File: config.mk
export PLATFORM = sky130hd
export DESIGN_NAME = fsync_tx
export DESIGN_NICKNAME = d
export VERILOG_FILES = /design/src/rtl/fsync_tx_pkg.sv /design/src/rtl/fsync_tx_dp.sv /design/src/rtl/fsync_tx_ctrl.sv /design/src/rtl/fsync_tx.sv
export SDC_FILE = /design/constraint.sdc
export NUM_CORES = 1
export LEC_CHECK = 0
export BUFFER_PORTS_ARGS = -buffer_cell sky130_fd_sc_hd__buf_2
export CORE_MARGIN = 5
export CORE_UTILIZATION = 30
export CTS_CLUSTER_DIAMETER = 50
export DETAILED_ROUTE_END_ITERATION = 6
export PLACE_DENSITY = 0.48
export SYNTH_ARGS = -nofsm -noshare
export SYNTH_HDL_FRONTEND = slang
export SYNTH_SLANG_ARGS = --single-unit
File: constraint.sdc
create_clock -name clk -period 4.4 [get_ports clk]
set_input_delay 0.88 -clock clk [delete_from_list [all_inputs] [get_ports clk]]
set_output_delay 0.88 -clock clk [all_outputs]
set_load 0.01 [all_outputs]
File: src/rtl/fsync_tx_pkg.sv
package fsync_tx_pkg;
  typedef enum logic [1:0] {ST_IDLE, ST_DELAY, ST_SHIFT} txState_t;

  typedef struct packed {
    logic loadWord;
    logic shiftEn;
    logic reloadPrev;
  } txStrobe_t;

  // code 11b folds onto two periods of delay
  function automatic logic [1:0] decodeDelay(input logic [1:0] code);
    return (code == 2'b11) ? 2'd2 : code;
  endfunction
endpackage

File: src/rtl/fsync_tx_dp.sv
module fsync_tx_dp
  import fsync_tx_pkg::*;
#(
  parameter int W = 8
) (
  input  logic         clk,
  input  logic         rstN,
  input  txStrobe_t    ctl,
  input  logic [W-1:0] loadData,
  output logic         txData
);
  logic [W-1:0] shReg;
  logic [W-1:0] lastWord;

  always_ff @(posedge clk or negedge rstN) begin
    if (!rstN) begin
      shReg    <= '0;
      lastWord <= '0;
    end else if (ctl.loadWord) begin
      shReg    <= loadData;
      lastWord <= loadData;
    end else if (ctl.reloadPrev) begin
      shReg    <= lastWord;
    end else if (ctl.shiftEn) begin
      shReg    <= {shReg[W-2:0], 1'b0};
    end
  end

  assign txData = shReg[W-1];

  // without a strobe the waiting word must not move
  a_r6_hold_word: assert property (@(posedge clk) disable iff (!rstN)
    !ctl.loadWord && !ctl.shiftEn && !ctl.reloadPrev |=> $stable(shReg));
endmodule

File: src/rtl/fsync_tx_ctrl.sv
module fsync_tx_ctrl
  import fsync_tx_pkg::*;
#(
  parameter int W = 8
) (
  input  logic      clk,
  input  logic      rstN,
  input  logic      cfgWe,
  input  logic [1:0] cfgDelay,
  input  logic      loadValid,
  input  logic      fsync,
  output logic      loadReady,
  output logic      txOe,
  output logic      underrun,
  output txStrobe_t ctl
);
  localparam int CW = $clog2(W + 1);
  localparam logic [CW-1:0] FULL = CW'(W);
  localparam logic [CW-1:0] FULL_M1 = CW'(W - 1);
  localparam logic [CW-1:0] ONE = CW'(1);

  txState_t state;
  logic [CW-1:0] bitsLeft;
  logic [1:0] delayCode;
  logic [1:0] delayEff;
  logic loaded;
  logic frameStart;
  logic lastBit;

  assign delayEff   = decodeDelay(delayCode);
  assign frameStart = (state == ST_IDLE) && fsync;
  assign lastBit    = (state == ST_SHIFT) && (bitsLeft == ONE);
  assign loadReady  = (state == ST_IDLE) && !fsync;

  assign ctl.loadWord   = loadValid && loadReady;
  assign ctl.shiftEn    = (frameStart && delayEff == 2'd0) ||
                          ((state == ST_SHIFT) && !lastBit);
  assign ctl.reloadPrev = lastBit;

  // zero delay: enable follows the sync without waiting for an edge
  assign txOe = (state == ST_SHIFT) || (frameStart && delayEff == 2'd0);

  always_ff @(posedge clk or negedge rstN) begin
    if (!rstN) begin
      delayCode <= 2'b01;
    end else if (cfgWe) begin
      delayCode <= cfgDelay;
    end
  end

  always_ff @(posedge clk or negedge rstN) begin
    if (!rstN) begin
      state    <= ST_IDLE;
      bitsLeft <= '0;
    end else begin
      unique case (state)
        ST_IDLE: if (fsync) begin
          unique case (delayEff)
            2'd0: begin state <= ST_SHIFT; bitsLeft <= FULL_M1; end
            2'd1: begin state <= ST_SHIFT; bitsLeft <= FULL; end
            default: state <= ST_DELAY;
          endcase
        end
        ST_DELAY: begin
          state    <= ST_SHIFT;
          bitsLeft <= FULL;
        end
        ST_SHIFT: begin
          if (lastBit) state <= ST_IDLE;
          else bitsLeft <= bitsLeft - ONE;
        end
        default: state <= ST_IDLE;
      endcase
    end
  end

  always_ff @(posedge clk or negedge rstN) begin
    if (!rstN) begin
      loaded   <= 1'b0;
      underrun <= 1'b0;
    end else if (ctl.loadWord) begin
      loaded   <= 1'b1;
      underrun <= 1'b0;
    end else if (frameStart) begin
      loaded   <= 1'b0;
      if (!loaded) underrun <= 1'b1;
    end
  end

  // the flag only rises right after a sampled frame sync
  a_r8_underrun_src: assert property (@(posedge clk) disable iff (!rstN)
    $rose(underrun) |-> $past(fsync));
  // the bit counter stays inside one word while shifting
  a_r1_count_range: assert property (@(posedge clk) disable iff (!rstN)
    state == ST_SHIFT |-> (bitsLeft >= ONE) && (bitsLeft <= FULL));
  // the edge after the last bit returns to idle
  a_r1_frame_end: assert property (@(posedge clk) disable iff (!rstN)
    lastBit |=> state == ST_IDLE);
  // delay periods never enable the output
  a_r6_delay_quiet: assert property (@(posedge clk) disable iff (!rstN)
    state == ST_DELAY |-> !txOe);
  // no word is taken while a frame is in progress
  a_r7_load_idle: assert property (@(posedge clk) disable iff (!rstN)
    txOe |-> !loadReady);
endmodule

File: src/rtl/fsync_tx.sv
module fsync_tx
  import fsync_tx_pkg::*;
#(
  parameter int W = 8
) (
  input  logic         clk,
  input  logic         rstN,
  input  logic         cfgWe,
  input  logic [1:0]   cfgDelay,
  input  logic         loadValid,
  output logic         loadReady,
  input  logic [W-1:0] loadData,
  input  logic         fsync,
  output logic         txData,
  output logic         txOe,
  output logic         underrun
);
  txStrobe_t ctl;

  fsync_tx_ctrl #(.W(W)) ctrl_i (
    .clk(clk), .rstN(rstN), .cfgWe(cfgWe), .cfgDelay(cfgDelay),
    .loadValid(loadValid), .fsync(fsync), .loadReady(loadReady),
    .txOe(txOe), .underrun(underrun), .ctl(ctl)
  );

  fsync_tx_dp #(.W(W)) dp_i (
    .clk(clk), .rstN(rstN), .ctl(ctl), .loadData(loadData), .txData(txData)
  );

  initial begin
    a_r1_min_width: assert (W >= 2);
  end
endmodule

==> implementation parameters <==
Parameter                              Value

Routing
  Number of remaining DRC errors    0
  ANT nets after route    0
  Count of routing violations after the opening detailed-route iteration    50
  Length of the first detailed-routing pass in iterations    4
  Aggregate routed wire length    between 2 and 3 mm
  Vias/cell    just under 5
  Vias    about 1000
  Final routed wire length divided by cell count    between 10 and 15 um

Final layout
  # diodes    0
  Share of post-route cells with drive strength above 1    23.0%
  Area growth syn-to-layout    15.5%
  Number of nets in the layout    about 170

Logic synthesis
  Avg Synthesized Cell Area    10.2 um2
  Yosys top cell area share    between 40% and 50%
  Synth Register Bits    26
  Unique cell type count in the Yosys netlist    32
  Post-synth design cell area    approximately 1400 um2
  Leading cell types by count after synthesis    29 x nand2_1, 25 x dfrtp_1, 9 x mux2i_1, 9 x o21ai_0
  Cell with the most instances after synthesis    nand2_1
  Number of enable-type register cells in the synthesized netlist    0
  Post-synthesis cell count    around 130
  Post-Syn Nets    between 150 and 200
  Largest area contributor in the synthesized netlist    dfrtp_1
  Synth area leaders    dfrtp_1 46%, nand2_1 7.9%, mux2i_1 6.6%
  Top_reg_cell synth    dfrtp_1
  Sequential share of the synthesized area    47.6%
  Count of warnings emitted by yosys    0
  Proportion of register bits with asynchronous set or reset after synthesis    between 90% and 100%

Min path
  Start point of the worst min-delay path    dp_i.shReg[7]
  Hold path cells    1
  Hold/Removal Path Class    register to register

Clock network
  Total CTS buffers    3
  Cells resized by post-CTS repair    0
  Number of levels in the clock H-tree    1
  Total number of clock tree sinks    26
  Buffers from clock root to sink, at most    2
  Root Driver    clkbuf_8
  Source-to-sink clock delay at the later pin of the worst-skew pair    between 0.2 and 0.3 ns
  CTS clock-pin slew for the worst setup and hold paths    ~0.1 ns
  Setup Buffers After CTS    0
  CTS Hold Buffers Added    0
  CTS tree    done

Setup path
  Worst EP required    ~3.5 ns
  Kind of launch point of the worst setup path    register
  Endpoint type of the worst setup path    output pin
  WP data arrival    ~1.6 ns
  Startpoint-to-endpoint class of the critical path    register to output pin
  Largest fanout on the critical path    12
  Crit. Startpoint    ctrl_i.state[0]
  Origin of the critical flop-to-flop path    ctrl_i.state[0]
  Worst Reg2Reg Path Length in Cells    5

Placed design
  Gpl congestion    0.825
  Detailed placer's ending HPWL    around 2.0 mm
  Port bufs    18
  Dpl ws    around 1.8 ns

Timing
  Tcrit/Tclk final    between 50% and 60%
  Minimum clock period    2.47 ns
  Post-layout worst setup margin    around 1.9 ns
  Hold violation total from the final report    0
  Endpoints failing setup    0
  Unrepaired setup endpoints after global routing    no
  Worst Tran Pin Value    roughly 0.6 ns
  Total count of max-transition violations in the final report    0
  Setup skew after layout    0.00619 ns
  Final setup TNS    0 ns
  Peak clock frequency supported by timing    approximately 400 MHz
  Max-Slew Margin vs Limit    61.0%

Global routing
  Vias in the first global route    about 1100
  Initial antenna violation count    0
  First-pass GRT wire length    between 4 and 5 mm
  Overall fraction of global-route tracks in use    around a tenth
  Maximum number of pins on one net before global-route repair    27
  GRT Residual Overflow    0

Floorplanning
  Total I/O pin count    19
  Starting Density    31.2%
  Area of the die    6020 um2
  Core area    4380 um2
  DIE HEIGHT    about 78 um
  Floorplan row count    24
  Die boundary width    77.6 um

Pwr
  Power density of the placed cells    just under 700 nW/um2
  Peak ir drop on the vdd network    323 uV
  Leakage component of the power    between 0.7 and 0.8 nW

Job
  Max-capacitance violation count    0

Run status
  Run status    finished clean
-- sequential cells by signal (all words and copies together), names as in the netlist --
register,count
ctrl_i.underrun,1
ctrl_i.delayCode,2
ctrl_i.bitsLeft,4
ctrl_i.loaded,1
dp_i.shReg,8
dp_i.lastWord,8
ctrl_i.state,2
-- cell type report --
type | instances | area (um2)
multi-input combinational | 96 | 671
tap | 52 | 65.1
clock buffer | 3 | 41.3
inverter | 7 | 26.3
sequential | 26 | 652
timing repair buffer | 19 | 97.6
clock inverter | 1 | 30.0
fill | 454 | 2800
-- through the flow --
step	cells	total power, mW	hold slack (ns)	utilization, %	cell area [um2]
after detailed placement	200	0.885	0.464	34.5	1510
after global placement	200	0.868	0.456	34.5	1510
after global routing	204	1.18	0.494	36.1	1580
after CTS	204	1.09	0.487	36.1	1580
final	204	1.07	0.479	36.1	1580
after floorplan	134	0.771	0.430	-	1370
-- worst max-delay path, cell delays in order, from the launching register on --
cell	delay, ns
dfrtp_1	0.41
inv_1	0.11
ha_1	0.44
a31o_2	0.24
buf_2	0.13
-- path summary, 6_finish.rpt --
kind	to	slack, ns
hold / removal	dp_i.shReg[7]	0.48
hold reg to reg	dp_i.shReg[7]	0.48
setup reg to reg	dp_i.shReg[5]	2.03
setup / recovery	txOe	1.93
min in group asynchronous	dp_i.lastWord[6]	0.59
max in group asynchronous	ctrl_i.state[1]	3.42
-- cells by family after synthesis --
group / Yosys count / share of synthesized area [%]
and+or+nand+nor: 42 / 13.6
DFF: 26 / 47.6
buffers and inverters: 12 / 3.93
adders and majority gates: 6 / 5.48
AOI/OAI and AO/OA: 32 / 17.1
muxes: 16 / 12.3
-- cells in the final DEF, fill, tap and decap left out --
master	instances
dfrtp_1	25
a221o_1	1
a311oi_1	1
a21oi_1	6
nor2_1	5
and3b_1	1
nand2b_1	2
a211oi_1	2
o211ai_1	2
nand3b_1	1
dfstp_2	1
a21o_1	3
nor4bb_2	1
a311oi_4	1
nor4_1	1
and2b_1	1
mux2i_1	9
o31a_1	1
nand2_1	29
buf_2	18
ha_1	6
inv_1	7
clkbuf_8	3
mux2_2	7
a211oi_2	1
buf_4	1
o21ai_0	9
and3_1	1
bufinv_16	1
a22o_1	1
a22oi_1	1
a31o_2	1
o21a_1	2
-- metal layers --
layer	global-route usage [%]	share of wire [%]	vias to the layer above
met4	1.55	0.44	0
met1	12.5	46	477
li1	-	-	505
met3	3.24	4.6	2
met5	0	0	-
met2	16.5	48	19
-- where the power goes --
part | switching (mW) | total (mW) | internal, mW | leakage [nW]
Combinational | 0.235 | 0.454 | 0.220 | 0.402
Sequential | 0.0722 | 0.418 | 0.346 | 0.323
Clock | 0.0798 | 0.202 | 0.122 | 0.0357
No activity file was read; power rests on OpenSTA's default activity.
